--- config.mk ---
export PLATFORM = sky130hd
export DESIGN_NAME = irq_router
export DESIGN_NICKNAME = d
export VERILOG_FILES = /design/src/rtl/irq_router_pkg.sv /design/src/rtl/irq_router_ctl.sv /design/src/rtl/irq_router_dp.sv /design/src/rtl/irq_router.sv
export SDC_FILE = /design/constraint.sdc
export NUM_CORES = 1
export LEC_CHECK = 0
export ABC_AREA = 0
export BUFFER_PORTS_ARGS = -buffer_cell sky130_fd_sc_hd__buf_2
export CORE_AREA = 2 2 113 115
export DETAILED_ROUTE_END_ITERATION = 12
export DIE_AREA = 0 0 115 117
export GPL_ROUTABILITY_DRIVEN = 0
export PLACE_DENSITY = 0.68
export SLEW_MARGIN = 25
export SYNTH_ARGS = -nofsm -noshare
export SYNTH_HDL_FRONTEND = slang
export SYNTH_SLANG_ARGS = --single-unit
--- constraint.sdc ---
create_clock -name clk -period 1.4 [get_ports clk]
set_input_delay 0.07 -clock clk [delete_from_list [all_inputs] [get_ports clk]]
set_output_delay 0.07 -clock clk [all_outputs]
set_load 0.05 [all_outputs]
--- src/rtl/irq_router_pkg.sv ---
package irq_router_pkg;
  localparam int SRC_N  = 32;
  localparam int LVL_N  = 16;
  localparam int LVL_W  = 4;
  localparam int MASTER = 31;
  localparam logic [SRC_N-1:0] FIXED_BITS = 32'h4fb2007f;
  localparam logic [SRC_N-1:0] WR_MASK    = ~FIXED_BITS;

  typedef struct packed {
    logic             enStb;   // clear disable bits
    logic             disStb;  // set disable bits, drop pending
    logic             tgtStb;  // load target index
    logic [SRC_N-1:0] bits;    // masked value (raw for target)
  } ctlStrobe_t;

  function automatic logic [SRC_N*LVL_W-1:0] defaultMap();
    logic [SRC_N*LVL_W-1:0] m;
    for (int j = 0; j < SRC_N; j++) m[j*LVL_W +: LVL_W] = LVL_W'((j % 15) + 1);
    return m;
  endfunction
endpackage

--- src/rtl/irq_router_ctl.sv ---
module irq_router_ctl
  import irq_router_pkg::*;
(
  input  logic             clk,
  input  logic             rstN,
  input  logic             wrEn,
  input  logic [4:0]       regAddr,
  input  logic [SRC_N-1:0] wrData,
  input  logic [SRC_N-1:0] pendQ,
  input  logic [SRC_N-1:0] disQ,
  output ctlStrobe_t       strb,
  output logic [SRC_N-1:0] rdData
);
  logic [2:0] word;
  logic       unusedAddr;
  assign word       = regAddr[4:2];
  assign unusedAddr = ^regAddr[1:0];

  always_comb begin
    strb.enStb  = wrEn && (word == 3'd2);
    strb.disStb = wrEn && (word == 3'd3);
    strb.tgtStb = wrEn && (word == 3'd4);
    strb.bits   = strb.tgtStb ? wrData : (wrData & WR_MASK);
  end

  always_comb begin
    case (word)
      3'd0:    rdData = pendQ & ~(SRC_N'(1) << MASTER);
      3'd1:    rdData = disQ;
      default: rdData = '0;
    endcase
  end

  // the top pending bit never shows on the read port
  a_r2_top_bit_hidden: assert property (@(posedge clk) disable iff (!rstN)
    (!wrEn && word == 3'd0) |-> !rdData[MASTER]);

  // offset 1 mirrors the disable register
  a_r3_disable_visible: assert property (@(posedge clk) disable iff (!rstN)
    (!wrEn && word == 3'd1) |-> (rdData == disQ));
endmodule

--- src/rtl/irq_router_dp.sv ---
module irq_router_dp
  import irq_router_pkg::*;
#(
  parameter int NUM_CPU = 4,
  parameter logic [SRC_N*LVL_W-1:0] LEVEL_MAP = defaultMap()
) (
  input  logic                     clk,
  input  logic                     rstN,
  input  logic [SRC_N-1:0]         srcIrq,
  input  ctlStrobe_t               strb,
  output logic [SRC_N-1:0]         pendQ,
  output logic [SRC_N-1:0]         disQ,
  output logic [NUM_CPU*LVL_N-1:0] cpuLevels
);
  localparam int TGT_W = (NUM_CPU > 1) ? $clog2(NUM_CPU) : 1;

  logic [SRC_N-1:0] srcPrev, rise, fall, dropMask, enab;
  logic [TGT_W-1:0] tgtQ;
  logic [LVL_N-1:0] levelVec;
  logic [LVL_N-1:0] contrib [SRC_N];
  logic [NUM_CPU-1:0] laneBusy;

  assign rise     = srcIrq & ~srcPrev;
  assign fall     = ~srcIrq & srcPrev;
  assign dropMask = strb.disStb ? strb.bits : '0;

  always_ff @(posedge clk) begin
    if (!rstN) begin
      srcPrev <= '0;
      pendQ   <= '0;
      disQ    <= FIXED_BITS;
      tgtQ    <= '0;
    end else begin
      srcPrev <= srcIrq;
      pendQ   <= (pendQ | rise) & ~fall & ~dropMask;
      if (strb.enStb)       disQ <= disQ & ~strb.bits;
      else if (strb.disStb) disQ <= disQ | strb.bits;
      if (strb.tgtStb)      tgtQ <= strb.bits[TGT_W-1:0];
    end
  end

  assign enab = pendQ & ~disQ;

  for (genvar j = 0; j < SRC_N; j++) begin : g_map
    assign contrib[j] = enab[j] ? (LVL_N'(1) << LEVEL_MAP[j*LVL_W +: LVL_W]) : '0;
  end

  always_comb begin
    levelVec = '0;
    for (int j = 0; j < SRC_N; j++) levelVec |= contrib[j];
    if (disQ[MASTER]) levelVec = '0;
  end

  for (genvar i = 0; i < NUM_CPU; i++) begin : g_lane
    always_ff @(posedge clk) begin
      if (!rstN) cpuLevels[i*LVL_N +: LVL_N] <= '0;
      else       cpuLevels[i*LVL_N +: LVL_N] <= (tgtQ == TGT_W'(i)) ? levelVec : '0;
    end
    assign laneBusy[i] = |cpuLevels[i*LVL_N +: LVL_N];

    // a lane that is not the target carries nothing next cycle
    a_r9_nontarget_zero: assert property (@(posedge clk) disable iff (!rstN)
      (tgtQ != TGT_W'(i)) |=> (cpuLevels[i*LVL_N +: LVL_N] == '0));
  end

  // at most one lane active
  a_r9_single_lane: assert property (@(posedge clk) disable iff (!rstN) $onehot0(laneBusy));

  // global switch blocks every lane
  a_r8_master_blocks: assert property (@(posedge clk) disable iff (!rstN)
    disQ[MASTER] |=> (cpuLevels == '0));

  // disable write leaves no selected pending bit
  a_r5_disable_drops_pending: assert property (@(posedge clk) disable iff (!rstN)
    strb.disStb |=> ((pendQ & $past(strb.bits)) == '0));

  // enable write clears the selected disable bits
  a_r4_enable_clears: assert property (@(posedge clk) disable iff (!rstN)
    strb.enStb |=> ((disQ & $past(strb.bits)) == '0));

  // hardwired disable bits never drop
  a_r10_fixed_bits_hold: assert property (@(posedge clk) disable iff (!rstN)
    ((disQ & FIXED_BITS) == FIXED_BITS));
endmodule

--- src/rtl/irq_router.sv ---
module irq_router
  import irq_router_pkg::*;
#(
  parameter int NUM_CPU = 4,
  parameter logic [SRC_N*LVL_W-1:0] LEVEL_MAP = defaultMap()
) (
  input  logic                     clk,
  input  logic                     rstN,
  input  logic [31:0]              srcIrq,
  input  logic                     wrEn,
  input  logic [4:0]               regAddr,
  input  logic [31:0]              wrData,
  output logic [31:0]              rdData,
  output logic [NUM_CPU*16-1:0]    cpuLevels
);
  ctlStrobe_t       strb;
  logic [SRC_N-1:0] pendQ, disQ;

  irq_router_ctl u_ctl (
    .clk(clk), .rstN(rstN), .wrEn(wrEn), .regAddr(regAddr), .wrData(wrData),
    .pendQ(pendQ), .disQ(disQ), .strb(strb), .rdData(rdData)
  );

  irq_router_dp #(.NUM_CPU(NUM_CPU), .LEVEL_MAP(LEVEL_MAP)) u_dp (
    .clk(clk), .rstN(rstN), .srcIrq(srcIrq), .strb(strb),
    .pendQ(pendQ), .disQ(disQ), .cpuLevels(cpuLevels)
  );
endmodule

Word level (Yosys, flattened, before mapping). Cells that the tools add are included.

Eq/ne operators: 7. Mux-type cells: 38. Bitwise operators: 45. Reduce and logical (&&, ||, !) cells: 10.

Operators with widths (number): 16-bit OR (31); 32-bit bitwise AND (6); 32-bit inverter (6); 32-bit two-way mux (3); 32-bit OR (2); 32-bit one-hot mux with 2 select lines (1); 16-bit two-way mux (3); 31-bit two-way mux (1); 15-bit two-way mux (2); 14-bit two-way mux (2); 13-bit two-way mux (2); 12-bit two-way mux (2); 11-bit two-way mux (2); 10-bit two-way mux (2); 9-bit two-way mux (2); 8-bit two-way mux (2); 7-bit two-way mux (2); 6-bit two-way mux (2); 5-bit two-way mux (2); 3-bit two-way mux (3); 4-bit two-way mux (2); 2-bit AND reduction (4); 3-bit by 2-bit == test with 1-bit output, second input constant (2); 2-bit two-way mux (3); other kinds (8) (11).

Register bits: 162. Bits of input ports: 72. Output and inout port bits: 96. Logic and storage cells: 108.

Logic depth before layout (Yosys ltp). Gate-level depths: netlist (run 1).

Word-level depth: 35. Gate-level depth with buffers: 6. Gate-level depth less buffers: 3.

By module. From an unflattened synthesis (run 1), not the netlist that was laid out.

Cell total of the unflattened synthesis: 687. Area total of the unflattened synthesis: 6163.4 um2.

Modules (own cells, without submodules): irq_router_dp (times used 1, cells an instance 578, area each 5401.4 um2, sequential area each 3163.0 um2); irq_router_ctl (times used 1, cells an instance 109, area each 762.0 um2, sequential area each 0.0 um2).

Least setup slack after synthesis (run 1). OpenSTA, ideal clock, no wires.

Kind: input to output. Start: input regAddr[3]. End: output rdData[15]. Data arrival time: 1092 ps. Required time: 1330 ps. Slack: 238 ps. Cell stages on the path: 3. Path buffers: 1. Path through: nor3b_2 clkbuf_1 a22o_1.

Word-level cells in the longest chain between the ends: 2. Elaborated cells on any way between the ends: 3. Classes of those cells: eq/ne (1); mux (1); reduce/logical (1).

Ends and longest elaborated chain: from (decl) (RTL line irq_router.sv:11) `input logic [4:0] regAddr,`; 3-bit by 1-bit == test with 1-bit output or 3-bit logical NOT (tied branches) (RTL line irq_router_ctl.sv:27) `case (word)`; 32-bit one-hot mux with 2 select lines (*) (RTL line irq_router_ctl.sv:27); to (decl) (RTL line irq_router.sv:13) `output logic [31:0] rdData,`.

Mark *: on every way between the ends. The rest lies on a longest branch, timed or not.

Worst setup path after layout (run 1).
Start: register u_dp.pendQ[14]. End: register u_dp.pendQ[14].

Word-level cells in the longest chain between the ends: 3.

Ends and longest elaborated chain: from (decl) (RTL line irq_router_dp.sv:11) `output logic [SRC_N-1:0] pendQ,`; from (signal assigned) (RTL line irq_router_dp.sv:35) `pendQ <= (pendQ | rise) & ~fall & ~dropMask;`; 32-bit OR (RTL line irq_router_dp.sv:35); 32-bit bitwise AND (2 in a row) (RTL line irq_router_dp.sv:35).

No other way between the ends. A chain may end at the register's enable or synchronous reset.

==> results of run 1 <==
==> Yosys cell counts <==
library cell / number
a22o_1: 31
maj3_1: 10
mux2i_1: 2
a21oi_1: 31
buf_4: 9
a221oi_2: 6
o21bai_1: 5
nand3_1: 1
and4b_1: 1
buf_6: 1
clkbuf_1: 14
nor3_1: 1
inv_2: 1
o21ai_0: 30
dfxtp_1: 158
or3_1: 1
nor4bb_1: 1
o31ai_1: 2
nor2b_1: 31
inv_1: 27
buf_2: 9
conb_1: 1
nand3b_1: 2
nor2_1: 63
nand2_1: 33
and2_1: 33
and3_1: 11
nand2b_1: 16
and4bb_2: 1
a211oi_1: 15
nor3b_2: 1
==> power by group through the flow <==
stage / Combinational, mW / Sequential [mW] / Clock, mW
after floorplan: 0.533 / 4.92 / 0
after CTS: 1.08 / 4.74 / 4.75
after detailed placement: 0.953 / 4.84 / 0
after global placement: 0.931 / 4.83 / 0
final: 1.09 / 4.75 / 4.66
after global routing: 1.17 / 4.76 / 4.95
==> per-stage QoR <==
stage               cell area [µm²]  cells  hold WS, ps  setup WS [ps]  power, mW
floorplan                      5420    551          158            238       5.45
global placement               6410    839          281            134       5.77
detailed placement             6410    839          283            120       5.80
CTS                            7570    926         79.7           89.0       10.6
global route                   7570    926          110           19.3       10.9
finish                         7570    926         92.1           81.9       10.5
==> cell usage in the layout (no fill, tap or decap), drive strengths merged, types with 2 or more instances in the layout <==
master       count
mux2i            2
bufinv           3
maj3            10
nand2b          16
a211oi          15
buf            171
a22o            31
nor2b           31
o21ai           30
o21bai           5
dfxtp          158
nand3b           2
o31ai            2
nor2            63
a21oi           31
conb             4
nand2           33
clkbuf          21
inv             29
and2            33
dlygate4sd3     55
and3            11
a221oi           6
clkinv           6
==> per-layer routing <==
metal | global-route usage | vias to the layer above | part of all wire
met5 | 0 | - | 0
met4 | 0.0699 | 0 | 0.012
met3 | 0.0613 | 15 | 0.059
met2 | 0.338 | 135 | 0.46
met1 | 0.270 | 2114 | 0.47
li1 | - | 2249 | -
==> repair_timing <==
action | in CTS | in global routing
buffers inserted | 0 | 0
endpoints found under the hold margin | 81 | 0
hold buffers | 55 | 0
==> how the worst min path moves through the flow <==
stage,startpoint,to,slack [ps],cells past startpoint
after floorplan,wrData[10],u_dp.pendQ[10],160,1
after detailed placement,wrData[31],flip-flop,280,2
final,rstN,flip-flop,90,3
after global routing,rstN,flip-flop,110,3
after CTS,rstN,flip-flop,80,3
after global placement,wrData[7],flip-flop,280,2
==> cells by family after synthesis <==
logic type | count (synthesis) | share of synthesized area
AO/OA/AOI/OAI | 120 | 0.154
adder cells (fa/ha/maj) | 10 | 0.0185
buffers and inverters | 61 | 0.0521
flip-flops | 158 | 0.585
multiplexers | 2 | 0.00370
other | 1 | 0.000694
AND/OR/NAND/NOR | 196 | 0.186
==> final cells by class <==
| type | instances | share of cell area |
|---|---|---|
| Clock buffer | 21 | 0.0622 |
| Timing Repair Buffer | 226 | 0.199 |
| Sequential cell | 158 | 0.418 |
| Inverter | 28 | 0.0139 |
| Multi-Input combinational cell | 332 | 0.264 |
| Tap cell | 150 | 0.0248 |
| Clock inverter | 11 | 0.0180 |
==> worst max-delay path: stages, from the launching register on <==
cell and delay [ps]:
dfxtp_1 380, o21bai_1 100, a221oi_2 210, dlygate4sd3_1 570
==> flow_metrics.env, run 1 <==
export IMPL_cp_arrival_ps=1680
export IMPL_switching_share=0.234
export IMPL_outcome="completed"
export IMPL_timing_final_crit_period_ps=1320
export IMPL_end_kind="flip-flop"
export IMPL_cts_resized=0
export IMPL_critPathKind="flip-flop to flip-flop"
export IMPL_p_per_area_nw_per_um2=1390
export IMPL_ys_ff_latch=158
export IMPL_maxCapViolations=0
export IMPL_max_slew_margin=0.613
export IMPL_p_clk_frac=0.444
export IMPL_die_x_um=115
export IMPL_antenna_found_initial=0
export IMPL_startpoint="u_dp.pendQ[14]"
export IMPL_grt_max_degree=40
export IMPL_ioPinCount=168
export IMPL_critPathRequiredTime_ps=1760
export IMPL_static_leakage_power_nw=3.40
export IMPL_dieArea_um2=13500
export IMPL_netlist_area_um2=5410
export IMPL_critPathMaxFanout=4
export IMPL_p_int_mw=8.04
export IMPL_rsz0062_at_grt="false"
export IMPL_cts_tree="done"
export IMPL_seq_area_frac_synth=0.585
export IMPL_hp_class="input pin to flip-flop"
export IMPL_hold_violations=0
export IMPL_avgViaCountPerCell=4.87
export IMPL_grt_pass1_wl_um=21600
export IMPL_fmax_mhz=759
export IMPL_multi_input_area_um2=2000
export IMPL_die_y_um=117
export IMPL_fin_setup_tns_ps=0
export IMPL_place_hpwl_um=9150
export IMPL_yosysTopAreaCell="dfxtp_1"
export IMPL_clk_pin_slew_ps=60
export IMPL_io_buffer_count=147
export IMPL_nFillCells=1005
export IMPL_start_util=0.439
export IMPL_critical_path_endpoint="u_dp.pendQ[14]"
export IMPL_worst_pin_slew_ps=580
export IMPL_rr_worst_depth=3
export IMPL_clock_latency_ps=410
export IMPL_synth_top_cell_area_share=0.585
export IMPL_cts_root_buf="clkbuf_16"
export IMPL_worstSetupStartpointType="flip-flop"
export IMPL_finalCritPeriodShare=0.941
export IMPL_rows=41
export IMPL_timing_rr_end="u_dp.pendQ[14]"
export IMPL_core_area_um2=12300
export IMPL_grt_total_usage=0.209
export IMPL_regArea_um2=3160
export IMPL_first_global_vias=4397
export IMPL_final_layout_size_suffix_gt1_frac=0.274
export IMPL_vdd_drop_max_uv=725
export IMPL_slew_viol_final=0
export IMPL_gr_total_overflow=0
export IMPL_setup_viol=0
export IMPL_regToRegSetupSlack_ps=80
export IMPL_clk_path_buf_depth=2
export IMPL_fin_nets=835
export IMPL_h_tree_depth=4
export IMPL_drtPass1Iterations=4
export IMPL_p_seq_frac=0.452
export IMPL_ant_nets=0
export IMPL_p_comb_frac=0.104
export IMPL_ys_top_cells_by_area="dfxtp_1 (59%), a22o_1 (5.0%), nor2_1 (4.4%), and2_1 (3.8%), nor2b_1 (3.6%)"
export IMPL_clock_skew_ps=8.56
export IMPL_wire_per_inst_um=14.7
export IMPL_synth_cells=548
export IMPL_area_delta_synth_final_pct=40.0
export IMPL_synth_cell_types=31
export IMPL_syn_avg_cell_area_um2=9.87
export IMPL_first_iter_violations=268
export IMPL_num_vias=4513
export IMPL_fin_util=0.615
export IMPL_postRouteWirelength_um=13600
export IMPL_numCtsBuffers=17
export IMPL_diodes=0
export IMPL_cts_sinks=158
export IMPL_synth_warnings=0
export IMPL_drc=0
export IMPL_r2r_start="u_dp.pendQ[14]"
export IMPL_power_switching_mw=2.46
Note: power is estimated with default switching activity, not from simulation.
==> run 2: changes to the inputs <==
--- a/config.mk
+++ b/config.mk
@@ -11,7 +11,7 @@
 export DETAILED_ROUTE_END_ITERATION = 12
 export DIE_AREA = 0 0 115 117
 export GPL_ROUTABILITY_DRIVEN = 0
-export PLACE_DENSITY = 0.68
+export PLACE_DENSITY = 0.7
 export SLEW_MARGIN = 25
 export SYNTH_ARGS = -nofsm -noshare
 export SYNTH_HDL_FRONTEND = slang
==> constraint.sdc (replaced) <==
create_clock -name clk -period 1.16 [get_ports clk]
set_input_delay 0.058 -clock clk [delete_from_list [all_inputs] [get_ports clk]]
set_output_delay 0.058 -clock clk [all_outputs]
set_load 0.05 [all_outputs]
==> run 2 against run 1 <==
  * The flow now finishes with violations (negative setup slack)
  * Flip-flop and latch count unchanged
  * First-iteration DRC count increased by 9.7%
  * Power increased by 26%
  * Global-route usage increased by 0.49 points
  * Worst setup slack got worse by 120 ps
  * Sequential share of layout area decreased by 1.6 points
  * Critical path type is now flip-flop to output port
  * Largest cell class unchanged
==> flow_metrics.env, run 2 (same netlist as run 1, synthesis figures left out) <==
export IMPL_hp_class="input pin to flip-flop"
export IMPL_fin_util=0.652
export IMPL_rows=41
export IMPL_core_area_um2=12300
export IMPL_finalCritPeriodShare=1.03
export IMPL_violations="negative setup slack"
export IMPL_cp_arrival_ps=1140
export IMPL_gr_total_overflow=0
export IMPL_rsz0062_at_grt="true"
export IMPL_p_total_mw=13.3
export IMPL_hold_slack_ps=89.0
export IMPL_io_buffer_count=147
export IMPL_critPathMaxFanout=3
export IMPL_grt_max_degree=63
export IMPL_power_switching_mw=3.09
export IMPL_hold_violations=0
export IMPL_cts_root_buf="clkbuf_16"
export IMPL_drc=0
export IMPL_cts_sinks=158
export IMPL_setup_viol=27
export IMPL_nFillCells=967
export IMPL_vdd_drop_max_uv=709
export IMPL_postRouteWirelength_um=14300
export IMPL_final_common_cell="buf_2"
export IMPL_regArea_um2=3220
export IMPL_fin_setup_tns_ps=-409
export IMPL_p_seq_frac=0.433
export IMPL_diodes=0
export IMPL_numCtsBuffers=17
export IMPL_cts_tree="done"
export IMPL_wire_per_inst_um=15.3
export IMPL_die_x_um=115
export IMPL_fin_nets=848
export IMPL_first_iter_violations=294
export IMPL_worst_slack_ps=-38.9
export IMPL_place_ws_ps=-51.1
export IMPL_timing_final_crit_period_ps=1200
export IMPL_dieArea_um2=13500
export IMPL_end_kind="output port"
export IMPL_switching_share=0.233
export IMPL_area_delta_synth_final_pct=48.4
export IMPL_fmax_mhz=834
export IMPL_antenna_found_initial=0
export IMPL_p_comb_frac=0.110
export IMPL_final_layout_size_suffix_gt1_frac=0.355
export IMPL_ioPinCount=168
export IMPL_ant_nets=0
export IMPL_h_tree_depth=4
export IMPL_outcome="finished, violations left"
export IMPL_critPathKind="flip-flop to output port"
export IMPL_worstSetupStartpointType="flip-flop"
export IMPL_maxCapViolations=0
export IMPL_place_hpwl_um=9030
export IMPL_p_int_mw=10.2
export IMPL_drtPass1Iterations=4
export IMPL_p_per_area_nw_per_um2=1650
export IMPL_multi_input_area_um2=2010
export IMPL_start_util=0.439
export IMPL_first_global_vias=4541
export IMPL_critPathRequiredTime_ps=1100
export IMPL_avgViaCountPerCell=4.95
export IMPL_clock_skew_ps=9.11
export IMPL_p_clk_frac=0.456
export IMPL_clock_latency_ps=410
export IMPL_slew_viol_final=0
export IMPL_die_y_um=117
export IMPL_clk_pin_slew_ps=60
export IMPL_grt_total_usage=0.214
export IMPL_layout_common_cells="buf_2 (115), dfxtp_1 (111), nor2_1 (63)"
export IMPL_grt_pass1_wl_um=22200
export IMPL_static_leakage_power_nw=3.52
export IMPL_num_vias=4646
export IMPL_clk_path_buf_depth=2
[run 2: cell count changes in the layout (fill, tap and decap cells not counted), moves of 4 or more]
cell,previous run,this run
dfxtp_2,0,47
o21ai_1,0,6
clkinv_2,6,0
buf_6,0,33
clkinvlp_4,1,6
o21ai_0,30,24
dfxtp_1,158,111
dlygate4sd3_1,55,50
buf_2,146,115
buf_12,3,7
buf_4,22,34
[run 2: power groups by stage]
stage / Combinational, mW / Clock (mW) / Sequential, mW
after floorplan: 0.643 / 0 / 5.94
after detailed placement: 1.17 / 0 / 5.85
after CTS: 1.43 / 6.12 / 5.74
after global placement: 1.14 / 0 / 5.84
after global routing: 1.56 / 6.36 / 5.76
final: 1.46 / 6.05 / 5.74
[run 2: stage by stage]
stage	std cells	area (µm²)
after global placement	841	6480
after floorplan	551	5420
after detailed placement	841	6480
after CTS	935	7980
final	938	8020
after global routing	938	8020
[run 2: layout make-up]
class / count / area share
tap: 150 / 0.0234
inverter: 28 / 0.0131
clock buffer: 18 / 0.0547
multi-input combinational: 332 / 0.251
sequential: 158 / 0.402
timing repair buffer: 239 / 0.230
clock inverter: 13 / 0.0265
[run 2: worst max-delay path, stage by stage, from the launching register on]
cell,delay [ps]
dfxtp_2,330
a22o_4,260
buf_12,150
[run 2: path summary, 6_finish.rpt]
check / from / endpoint / slack [ps] / depth (start not counted)
worst max-delay path: u_dp.pendQ[30] / rdData[30] / -40 / 2
worst min register to register: flip-flop / flip-flop / 460 / 1
worst min-delay path: rstN / flip-flop / 90 / 3
worst max register to register: u_dp.pendQ[29] / u_dp.cpuLevels[47] / 60 / 5
[run 2: repair_timing]
| item | 4_1_cts | 5_1_grt |
|---|---|---|
| resized for setup | 103 | 16 |
| endpoints found under the hold margin | 82 | 0 |
| hold buffers | 50 | 0 |
| buffers inserted | 13 | 3 |
| setup endpoints to repair | 35 | 52 |
| pin swaps | 3 | 3 |
[run 2: routing by layer]
metal  share of wire  global-route usage  up-vias  wire [µm]
met5               0                   0        -          0
li1                -                   -     2276          -
met1            0.46               0.266     2200       6550
met4           0.011              0.0731        0        159
met3           0.049              0.0453       14        697
met2            0.48               0.372      156       6900
